**src/rtl/lpad_pkg.sv**
```systemverilog
package lpad_pkg;

  localparam int unsigned WORD_W   = 32;
  localparam int unsigned REG_W    = 5;
  localparam int unsigned HIMM_W   = 7;

  localparam logic [WORD_W-1:0] HINT_MASK = 32'hFFFFF01F;
  localparam logic [WORD_W-1:0] HINT_BASE = 32'hD503201F;
  localparam logic [WORD_W-1:0] BRX_MASK  = 32'hFFFFFC1F;
  localparam logic [WORD_W-1:0] JMP_BASE  = 32'hD61F0000;
  localparam logic [WORD_W-1:0] CALL_BASE = 32'hD63F0000;
  localparam logic [WORD_W-1:0] EXC_MASK  = 32'hFFE0001F;
  localparam logic [WORD_W-1:0] BRK_BASE  = 32'hD4200000;
  localparam logic [WORD_W-1:0] HLT_BASE  = 32'hD4400000;

  localparam logic [HIMM_W-1:0] PAD_PLAIN = 7'd32;
  localparam logic [HIMM_W-1:0] PAD_CALL  = 7'd34;
  localparam logic [HIMM_W-1:0] PAD_JUMP  = 7'd36;
  localparam logic [HIMM_W-1:0] PAD_BOTH  = 7'd38;
  localparam logic [HIMM_W-1:0] SIGN_PRO  = 7'd25;

  typedef enum logic [1:0] {
    BT_NONE    = 2'b00,
    BT_JMP_IP  = 2'b01,
    BT_CALL    = 2'b10,
    BT_JMP_ANY = 2'b11
  } btype_e;

  typedef enum logic [1:0] {
    FC_NONE    = 2'b00,
    FC_NOT_PAD = 2'b01,
    FC_BAD_PAD = 2'b10,
    FC_PAC_NO  = 2'b11
  } cause_e;

  typedef struct packed {
    logic              is_jmp;
    logic              is_call;
    logic              is_pad;
    logic              is_pac;
    logic              is_exc;
    logic [HIMM_W-1:0] himm;
    logic [REG_W-1:0]  rn;
  } insn_class_t;

  function automatic logic match(input logic [WORD_W-1:0] w,
                                 input logic [WORD_W-1:0] mask,
                                 input logic [WORD_W-1:0] base);
    return (w & mask) == base;
  endfunction

  // Acceptance of a pad variant for a given branch-type state
  function automatic logic pad_accepts(input logic [HIMM_W-1:0] imm,
                                       input btype_e st);
    logic ok;
    unique case (imm)
      PAD_PLAIN: ok = (st == BT_NONE);
      PAD_CALL:  ok = (st != BT_JMP_ANY);
      PAD_JUMP:  ok = (st != BT_CALL);
      PAD_BOTH:  ok = 1'b1;
      default:   ok = 1'b0;
    endcase
    return ok;
  endfunction

endpackage

```
**src/rtl/lpad_decode.sv**
```systemverilog
module lpad_decode
  import lpad_pkg::*;
(
  input  logic [WORD_W-1:0] insn,
  output insn_class_t       cls
);

  logic              hint_w;
  logic [HIMM_W-1:0] imm;

  assign hint_w = match(insn, HINT_MASK, HINT_BASE);
  assign imm    = insn[11:5];

  always_comb begin
    cls         = '0;
    cls.rn      = insn[9:5];
    cls.himm    = imm;
    cls.is_jmp  = match(insn, BRX_MASK, JMP_BASE);
    cls.is_call = match(insn, BRX_MASK, CALL_BASE);
    cls.is_pad  = hint_w && ((imm == PAD_PLAIN) || (imm == PAD_CALL) ||
                             (imm == PAD_JUMP)  || (imm == PAD_BOTH));
    cls.is_pac  = hint_w && (imm == SIGN_PRO);
    cls.is_exc  = match(insn, EXC_MASK, BRK_BASE) || match(insn, EXC_MASK, HLT_BASE);
  end

endmodule

```
**src/rtl/lpad_judge.sv**
```systemverilog
module lpad_judge
  import lpad_pkg::*;
#(
  parameter int unsigned IP0_REG = 16,
  parameter int unsigned IP1_REG = 17
) (
  input  logic        valid,
  input  logic        guarded,
  input  logic        pac_as_call,
  input  insn_class_t cls,
  input  btype_e      cur,
  output logic        check_en,
  output logic        fault_now,
  output cause_e      cause_now,
  output btype_e      nxt
);

  localparam logic [REG_W-1:0] IP0 = REG_W'(IP0_REG);
  localparam logic [REG_W-1:0] IP1 = REG_W'(IP1_REG);

  logic via_ip;

  assign check_en = valid && guarded && (cur != BT_NONE);
  assign via_ip   = (cls.rn == IP0) || (cls.rn == IP1);

  always_comb begin
    cause_now = FC_NONE;
    if (check_en) begin
      if (cls.is_pad) begin
        if (!pad_accepts(cls.himm, cur)) cause_now = FC_BAD_PAD;
      end else if (cls.is_pac) begin
        if (pac_as_call && (cur == BT_JMP_ANY)) cause_now = FC_PAC_NO;
      end else if (!cls.is_exc) begin
        cause_now = FC_NOT_PAD;
      end
    end
  end

  assign fault_now = (cause_now != FC_NONE);

  always_comb begin
    if (!valid)                 nxt = cur;
    else if (fault_now)         nxt = BT_NONE;
    else if (cls.is_jmp)        nxt = (!guarded || via_ip) ? BT_JMP_IP : BT_JMP_ANY;
    else if (cls.is_call)       nxt = BT_CALL;
    else                        nxt = BT_NONE;
  end

endmodule

```
**src/rtl/lpad_state.sv**
```systemverilog
module lpad_state
  import lpad_pkg::*;
(
  input  logic   clk,
  input  logic   rst,
  input  btype_e nxt,
  input  logic   fault_now,
  input  cause_e cause_now,
  output btype_e state_q,
  output logic   fault_q,
  output cause_e cause_q
);

  always_ff @(posedge clk) begin
    if (rst) begin
      state_q <= BT_NONE;
      fault_q <= 1'b0;
      cause_q <= FC_NONE;
    end else begin
      state_q <= nxt;
      fault_q <= fault_now;
      cause_q <= cause_now;
    end
  end

endmodule

```
**src/rtl/lpad_guard.sv**
```systemverilog
module lpad_guard
  import lpad_pkg::*;
#(
  parameter int unsigned IP0_REG = 16,
  parameter int unsigned IP1_REG = 17
) (
  input  logic        clk,
  input  logic        rst,
  input  logic        ret_valid,
  input  logic [31:0] ret_insn,
  input  logic        ret_guarded,
  input  logic        pac_as_call,
  output logic [1:0]  btype_q,
  output logic        fault_pulse,
  output logic [1:0]  fault_cause
);

  insn_class_t cls;
  logic        check_en;
  logic        fault_now;
  cause_e      cause_now;
  btype_e      nxt;
  btype_e      state_q;
  cause_e      cause_q;

  lpad_decode u_decode (
    .insn (ret_insn),
    .cls  (cls)
  );

  lpad_judge #(
    .IP0_REG (IP0_REG),
    .IP1_REG (IP1_REG)
  ) u_judge (
    .valid       (ret_valid),
    .guarded     (ret_guarded),
    .pac_as_call (pac_as_call),
    .cls         (cls),
    .cur         (state_q),
    .check_en    (check_en),
    .fault_now   (fault_now),
    .cause_now   (cause_now),
    .nxt         (nxt)
  );

  lpad_state u_state (
    .clk       (clk),
    .rst       (rst),
    .nxt       (nxt),
    .fault_now (fault_now),
    .cause_now (cause_now),
    .state_q   (state_q),
    .fault_q   (fault_pulse),
    .cause_q   (cause_q)
  );

  assign btype_q     = state_q;
  assign fault_cause = cause_q;

  AST_CALL_LOADS_10: assert property (@(posedge clk) disable iff (rst)
    ret_valid && cls.is_call && !fault_now |=> btype_q == 2'b10);
  AST_UNGUARDED_SILENT: assert property (@(posedge clk) disable iff (rst)
    ret_valid && !ret_guarded |=> !fault_pulse);
  AST_IDLE_STATE_SILENT: assert property (@(posedge clk) disable iff (rst)
    !check_en |=> !fault_pulse);
  AST_EXC_PASSES: assert property (@(posedge clk) disable iff (rst)
    ret_valid && cls.is_exc |=> !fault_pulse);
  AST_FAULT_CLEARS: assert property (@(posedge clk) disable iff (rst)
    fault_pulse |-> btype_q == 2'b00);
  AST_CAUSE_QUIET: assert property (@(posedge clk) disable iff (rst)
    !fault_pulse |-> fault_cause == 2'b00);
  AST_INVALID_HOLDS: assert property (@(posedge clk) disable iff (rst)
    !ret_valid |=> $stable(btype_q) && !fault_pulse);

endmodule

```
**config.mk**
```make
export PLATFORM = sky130hd
export DESIGN_NAME = lpad_guard
export DESIGN_NICKNAME = d
export VERILOG_FILES = /design/src/rtl/lpad_pkg.sv /design/src/rtl/lpad_decode.sv /design/src/rtl/lpad_judge.sv /design/src/rtl/lpad_state.sv /design/src/rtl/lpad_guard.sv
export SDC_FILE = /design/constraint.sdc
export NUM_CORES = 1
export LEC_CHECK = 0
export BUFFER_PORTS_ARGS = -buffer_cell sky130_fd_sc_hd__clkbuf_2
export CORE_ASPECT_RATIO = 0.9
export CORE_MARGIN = 10
export CORE_UTILIZATION = 25
export CTS_BUF_LIST = sky130_fd_sc_hd__clkbuf_8
export CTS_CLUSTER_DIAMETER = 200
export DETAILED_ROUTE_END_ITERATION = 16
export GPL_ROUTABILITY_DRIVEN = 0
export PLACE_DENSITY = 0.71
export SYNTH_ARGS = -nofsm -noshare
export SYNTH_HDL_FRONTEND = slang
export SYNTH_SLANG_ARGS = --single-unit
```
**constraint.sdc**
```tcl
create_clock -name clk -period 1.7 [get_ports clk]
set_input_delay 0.34 -clock clk [delete_from_list [all_inputs] [get_ports clk]]
set_output_delay 0.34 -clock clk [all_outputs]
set_load 0.01 [all_outputs]
```
Yosys cells after proc, flatten, opt, wreduce, memory -nomap -nowiden
Index checks and enable logic that the tools add are counted.
{"block": "word_totals", "regBits": 5, "inputBits": 37}
{"block": "op_classes", "n_eq_ne": 15, "n_mux": 13, "reduce_logical": 15}
{"cell": "27-bit equality test, second input constant", "count": 2}
{"cell": "16-bit equality test, second input constant", "count": 2}
{"cell": "7-bit by 6-bit equality test with 1-bit output, second input constant", "count": 4}
{"cell": "25-bit equality test, second input constant", "count": 1}
{"cell": "2-bit 2-to-1 mux", "count": 9}
{"cell": "5-bit equality test, second input constant", "count": 2}
{"cell": "7-bit by 5-bit equality test with 1-bit output, second input constant", "count": 1}
{"cell": "1-bit logical OR", "count": 6}
{"cell": "1-bit logical AND", "count": 5}
{"cell": "2-bit inequality test, second input constant", "count": 2}
{"cell": "1-bit case mux with 4 select lines", "count": 1}
{"cell": "2-bit nonzero test", "count": 2}
{"cell": "1-bit 2-to-1 mux", "count": 3}
{"cell": "2-bit equality test, second input constant", "count": 1}
{"cell": "2-bit logical NOT", "count": 1}
{"cell": "1-bit logical NOT", "count": 1}

Depth between registers and ports, before layout
Gate-level depths: netlist of run 1.
{"block": "depth", "ltp_word": 12, "ltp_mapped": 5, "mapped_depth_nobuf": 5}

By module
From an unflattened synthesis of run 1, not the netlist that was laid out.
{"block": "unflattened", "hier_cells": 74, "hier_area_um2": 575.6}
{"module": "lpad_decode", "instances": 1, "cells_per_inst": 41, "area_each_um2": 294.0}
{"module": "lpad_judge", "instances": 1, "cells_per_inst": 23, "area_each_um2": 150.1}
{"module": "lpad_state", "instances": 1, "cells_per_inst": 10, "area_each_um2": 131.4}

Least setup slack after synthesis of run 1
Ideal clock, no wire load.
{"block": "synth_timing", "path_kind": "input to register", "startpoint": "input port ret_insn[29]", "endpoint": "register u_state.state_q[1]", "setup_time_ns": 0.087, "arrival_ns": 1.395, "required_time_ns": 1.613, "path_slack_ns": 0.218, "cell_stages": 5, "path_buffers": 0, "path_cell_list": "nand4b_1 or3_1 and4b_1 a21oi_1 o31ai_1"}
{"block": "synth_via", "elab_chain_len": 8}
{"element": "start, declared", "line": "lpad_guard.sv:10", "rtl": "input logic [31:0] ret_insn,"}
{"element": "16-bit equality test", "line": "lpad_pkg.sv:49", "rtl": "return (w & mask) == base;"}
{"element": "1-bit logical OR", "line": "lpad_decode.sv:23", "rtl": "cls.is_exc = match(insn, EXC_MASK, BRK_BASE) || match(insn, EXC_MASK, HLT_BASE);"}
{"element": "1-bit 2-to-1 mux", "line": "lpad_judge.sv:33", "rtl": "end else if (!cls.is_exc) begin"}
{"element": "2-bit 2-to-1 mux", "line": "lpad_judge.sv:31", "rtl": "end else if (cls.is_pac) begin"}
{"element": "2-bit 2-to-1 mux", "line": "lpad_judge.sv:29", "rtl": "if (cls.is_pad) begin"}
{"element": "2-bit 2-to-1 mux", "line": "lpad_judge.sv:28", "rtl": "if (check_en) begin"}
{"element": "2-bit nonzero test", "line": "lpad_judge.sv:39", "rtl": "assign fault_now = (cause_now != FC_NONE);"}
{"element": "2-bit 2-to-1 mux *", "line": "lpad_judge.sv:43", "rtl": "else if (fault_now) nxt = BT_NONE;"}
{"element": "end signal, assigned", "line": "lpad_state.sv:20", "rtl": "state_q <= nxt;"}
{"element": "end, declared", "line": "lpad_state.sv:9", "rtl": "output btype_e state_q,"}
Every way passes the cells marked *; elsewhere a longest branch is shown, timed or not.
A chain may end at the register's enable or synchronous reset.

Final worst setup path of run 1
Same ends and word-level chain as after synthesis.

==> results of run 1 <==
==> metrics by stage <==
stage               cell area, um2  cells
CTS                            681    120
detailed placement             636    116
global route                   681    120
finish                         681    120
floorplan                      403     53
global placement               636    116
==> kinds of logic (layout without fill, tap and decap cells) <==
| group | count (synthesis) | count (layout) | share of synthesized area |
|---|---|---|---|
| compound gates | 11 | 11 | 0.186 |
| xor+xnor | 1 | 1 | 0.0217 |
| buf+inv | 0 | 45 | 0 |
| flops | 5 | 5 | 0.248 |
| mux | 1 | 1 | 0.0248 |
| simple gates | 35 | 35 | 0.519 |
==> registers in the layout, indices dropped and copies added, names as in the netlist <==
name / cells
u_state.cause_q: 2
u_state.fault_q: 1
u_state.state_q: 2
==> path summary, 6_finish.rpt <==
| check | endpoint | slack, ns | depth (start not counted) |
|---|---|---|---|
| min | u_state.cause_q[0] | 0.34 | 2 |
| min reg2reg | u_state.state_q[1] | 0.53 | 2 |
| max reg2reg | u_state.state_q[1] | 0.44 | 4 |
| max | u_state.state_q[1] | 0.27 | 6 |
==> worst reg2reg max path, stage by stage (launching register included) <==
cell and delay, ns:
dfxtp_1 0.36, and3_1 0.19, o21ai_0 0.23, a21oi_1 0.13, o31ai_1 0.26
==> cell usage in the layout (no fill, tap or decap), drive strengths merged, types with 2 or more instances in the layout <==
cell	count
nor2b	2
and4b	2
clkbuf	44
nand2	5
nor2	8
o31ai	3
dfxtp	5
nor3b	2
nand4b	2
nand3	2
a21oi	3
nand4	3
nand2b	2
==> power by group through the flow <==
stage | registers (W) | clock network, W | logic [W]
after floorplan | 0.000120 | 0 | 0.0000173
after global placement | 0.000120 | 0 | 0.0000669
after detailed placement | 0.000120 | 0 | 0.0000689
after CTS | 0.000118 | 0.000221 | 0.0000690
after global routing | 0.000118 | 0.000229 | 0.0000760
final | 0.000118 | 0.000216 | 0.0000683
==> area by class of cell <==
type                    count  share of cell area
flip-flops and latches      5               0.147
clock inverters             1             0.00551
clock buffers               3              0.0607
repair buffers             41               0.301
multi-input cells          48               0.445
well taps                  22              0.0404
==> layer usage <==
layer / vias up / part of all wire
met3: 3 / 0.10
met5: - / 0
met1: 252 / 0.44
met4: 0 / 0.016
met2: 36 / 0.44
li1: 301 / -
==> impl_metrics.py, run 1 <==
metrics = {
    "run_status": {
        "status": "finished clean",
    },
    "pwr": {
        "p_switching_w": 0.0000893,
        "power_w": 0.000402,
        "sw_frac_of_total": 0.222,
        "pwr-share-clk": 0.537,
        "comb_power_share": 0.170,
        "p_per_area_nw_per_um2": 591,
        "peakVddDrop_mv": 0.193,
        "internal_power_w": 0.000313,
        "seq_power_share": 0.293,
        "leakage_nw": 0.335,
    },
    "yosys": {
        "yosysSeqAreaShare": 0.248,
        "synth_area_leaders": "dfxtp_1 25%, nor2_1 7.5%, o31ai_1 5.6%, and4b_1 5.0%, nand4_1 4.7%",
        "synth.most_common_cell": "nor2_1",
        "synthTopCellsByCount": "8 x nor2_1, 5 x dfxtp_1, 4 x nand2_1",
        "synth_top_area_frac": 0.248,
        "ys.flop_type": "dfxtp_1",
        "yosysTopAreaCell": "dfxtp_1",
        "synth-seq-cells": 5,
        "netlist_area_um2": 403,
        "synth-edff-count": 0,
        "syn-instance-count": 53,
        "syn-num-nets": 90,
        "yosys.cell_types.count": 27,
        "syn_area_per_cell_um2": 7.60,
        "synth_warnings": 0,
        "async_flop_share": 0,
    },
    "timing": {
        "hold_ws_ns": 0.342,
        "clock_skew_ns": 0.000170,
        "clock.fmax_mhz": 697,
        "slew_violations": 0,
        "timing.final.crit_share": 0.844,
        "tightest_slew_ns": 0.307,
        "slew-limit-headroom": 0.793,
        "rsz0062_at_grt": "no",
        "finalHoldViolCount": 0,
        "finalSetupViolCount": 0,
        "setup_tns_ns": 0,
        "period_needed_ns": 1.43,
        "worst_slack_ns": 0.265,
    },
    "die": {
        "die_y_um": 58.1,
        "die-area_um2": 3620,
        "num_rows": 13,
        "design.core.area_um2": 1480,
        "initial_core_util": 0.272,
        "ios": 42,
        "die_w_um": 62.3,
    },
    "global_route": {
        "grtUsageMet3": 0.0384,
        "track_usage": 0.0821,
        "grt_max_degree": 8,
        "grt_first_pass_wirelength_um": 2460,
        "grt-ovfl-total": 0,
        "grt_util_met1": 0.0816,
        "first_global_vias": 658,
        "grt_antenna_before_repair": 0,
        "top_usage_layer": "met2",
        "globalRouteMet2Util": 0.136,
    },
    "clock_network": {
        "cts_root_buf": "clkbuf_8",
        "max-clock-path-buffers": 2,
        "cts_buffers": 3,
        "cts.sinks": 5,
        "cts_resized": 0,
        "clkTransAtPathRegs_ns": 0.04,
        "cts_hold_buf": 0,
        "htreeDepth": 1,
        "clk_latency_ns": 0.22,
        "post_cts_buffers": 0,
        "cts_tree": "built",
    },
    "placement": {
        "pre_cts_ws_ns": 0.0405,
        "portBuffers": 41,
        "dp.final_hpwl_um": 1380,
    },
    "setup_path": {
        "worstSetupPathType": "in2reg",
        "crit_path_end_kind": "register",
        "critPathMaxFanout": 3,
        "startpoint_type": "input port",
        "rr_startpoint": "u_state.state_q[0]",
        "cpPeakStageDelay_ns": 0.33,
        "cp.arrival_ns": 1.56,
        "worst-path-buf-inv": 1,
        "crit_slowest_cell": "or3_1",
        "crit_start": "ret_insn[29]",
        "crit_family": "simple AND/OR/NAND/NOR gates",
        "crit_chain": "clkbuf_2 > nand4b_1 > or3_1 > and4b_1 > a21oi_1 > o31ai_1",
        "required_ns": 1.83,
    },
    "routing": {
        "wire_per_inst_um": 12.5,
        "ant_nets": 0,
        "dr_total_vias": 592,
        "wl_um": 1500,
        "drt-initial-drc-count": 9,
        "via_per_inst": 4.93,
        "drc": 0,
        "drtPass1Iterations": 4,
    },
    "finish": {
        "n_fill_cell": 162,
        "fin_util": 0.460,
        "multi_input_area_um2": 303,
        "drive_gt1_frac": 0.469,
        "n_antenna_cell": 0,
        "syn_to_final_growth_pct": 68.9,
        "fin_nets": 136,
        "seqCellArea_um2": 100,
    },
    "worst_hold_path": {
        "hold_class": "in2reg",
        "min_from": "rst",
    },
    "flow_run": {
        "max_cap_violations": 0,
    },
}
Note: power is estimated with default switching activity, not from simulation.
==> inputs of run 2 (changes only) <==
==> constraint.sdc (replaced) <==
create_clock -name clk -period 1.4 [get_ports clk]
set_input_delay 0.28 -clock clk [delete_from_list [all_inputs] [get_ports clk]]
set_output_delay 0.28 -clock clk [all_outputs]
set_load 0.01 [all_outputs]
==> impl_metrics.py, run 2 (synthesized netlist as in run 1, its figures left out) <==
metrics = {
    "global_route": {
        "grt-ovfl-total": 0,
        "grt_max_degree": 8,
        "grtUsageMet3": 0.0441,
        "top_usage_layer": "met2",
        "grt_antenna_before_repair": 0,
        "track_usage": 0.0872,
        "globalRouteMet2Util": 0.145,
        "grt_util_met1": 0.0891,
        "first_global_vias": 692,
        "grt_first_pass_wirelength_um": 2670,
    },
    "routing": {
        "drt-initial-drc-count": 10,
        "via_per_inst": 4.86,
        "wire_per_inst_um": 12.4,
        "drc": 0,
        "drtPass1Iterations": 5,
        "wl_um": 1580,
        "dr_total_vias": 617,
        "ant_nets": 0,
    },
    "timing": {
        "clock_skew_ns": 0.000473,
        "finalSetupViolCount": 0,
        "worst_slack_ns": 0.0587,
        "slew_violations": 0,
        "clock.fmax_mhz": 746,
        "period_needed_ns": 1.34,
        "slew-limit-headroom": 0.818,
        "rsz0062_at_grt": "yes",
        "timing.final.crit_share": 0.958,
        "finalHoldViolCount": 0,
        "tightest_slew_ns": 0.271,
        "setup_tns_ns": 0,
    },
    "setup_path": {
        "required_ns": 1.53,
        "crit_end": "u_state.state_q[0]",
        "r2r_end": "u_state.fault_q",
        "crit_path_end_kind": "register",
        "startpoint_type": "input port",
        "crit_start": "ret_insn[29]",
        "cp.arrival_ns": 1.47,
        "rr_startpoint": "u_state.state_q[0]",
        "r2r_cells": 5,
        "critPathMaxFanout": 3,
        "worstSetupPathType": "in2reg",
        "ff2ff_setup_slack_ns": 0.16,
    },
    "finish": {
        "fin_nets": 143,
        "finish.instance_area_um2": 764,
        "drive_gt1_frac": 0.571,
        "final_common_cell": "clkbuf_2",
        "final_cell_mix": "41 x clkbuf_2, 8 x nor2_1, 7 x buf_4",
        "fin_cells": 127,
        "n_antenna_cell": 0,
        "top_regs": "u_state.cause_q x2, u_state.state_q x2, u_state.fault_q x1",
        "n_fill_cell": 146,
        "multi_input_area_um2": 334,
        "syn_to_final_growth_pct": 89.8,
        "seqCellArea_um2": 100,
    },
    "clock_network": {
        "htreeDepth": 1,
        "cts_tree": "built",
        "max-clock-path-buffers": 2,
        "clkTransAtPathRegs_ns": 0.04,
        "post_cts_buffers": 0,
        "cts_buffers": 3,
        "cts.sinks": 5,
        "clk_latency_ns": 0.22,
        "cts_root_buf": "clkbuf_8",
    },
    "pwr": {
        "peakVddDrop_mv": 0.256,
        "leakage_nw": 0.373,
        "p_per_area_nw_per_um2": 655,
    },
    "die": {
        "initial_core_util": 0.272,
        "die_w_um": 62.3,
        "ios": 42,
        "design.core.area_um2": 1480,
        "die_y_um": 58.1,
        "num_rows": 13,
        "die-area_um2": 3620,
    },
    "placement": {
        "portBuffers": 41,
        "dp.final_hpwl_um": 1420,
        "dp.cells": 123,
        "post_dp_cell_area_um2": 688,
        "pre_cts_ws_ns": -0.194,
    },
    "flow_run": {
        "max_cap_violations": 0,
    },
    "run_status": {
        "status": "finished clean",
    },
    "worst_hold_path": {
        "hold_class": "in2reg",
    },
}
-- run 2: layout make-up --
cell class,count,area share
repair buffers,48,0.337
clock buffers,3,0.0540
flip-flops and latches,5,0.131
clock inverters,1,0.00491
multi-input cells,48,0.437
well taps,22,0.0360
-- run 2: worst min-delay path by stage --
stage / from / to / slack, ns / cells after the start
4_1_cts: rst / u_state.cause_q[0] / 0.28 / 2
6_report: rst / u_state.fault_q / 0.29 / 2
3_5_place_dp: rst / u_state.cause_q[0] / 0.51 / 2
5_1_grt: rst / u_state.cause_q[0] / 0.30 / 2
2_1_floorplan: rst / u_state.fault_q / 0.35 / 1
3_3_place_gp: rst / u_state.fault_q / 0.51 / 2
-- run 2: metrics by stage --
step | hold WS (ns) | total power (W) | utilization
2_1_floorplan | 0.349 | 0.000166 | -
3_3_place_gp | 0.511 | 0.000241 | 0.465
5_1_grt | 0.296 | 0.000528 | 0.516
4_1_cts | 0.282 | 0.000505 | 0.495
6_report | 0.285 | 0.000501 | 0.516
3_5_place_dp | 0.513 | 0.000243 | 0.465
-- run 2: what timing repair did --
item                                    in CTS  in global routing
gates resized for setup                      0                  8
hold buffers                                 0                  0
endpoints found under the setup margin       0                  3
endpoints found under the hold margin        0                  0
-- run 2: layer usage --
metal	wire, um	vias to the layer above
met1	666	270
met3	171	0
met2	738	35
li1	-	312
met5	0	-
met4	0	0
-- run 2: report_power, final --
part | switching, W | internal, W | leakage [nW]
sequential | 0.000000000000848 | 0.000143 | 0.0402
clock | 0.0000682 | 0.000188 | 0.0269
combinational | 0.0000400 | 0.0000614 | 0.306
total | 0.000108 | 0.000392 | 0.373
-- run 2: worst max-delay path, stage by stage --
cell and delay, ns:
clkbuf_2 0.07, nand4b_1 0.18, or3_4 0.35, and4b_2 0.32, a21oi_2 0.07, o31ai_1 0.20
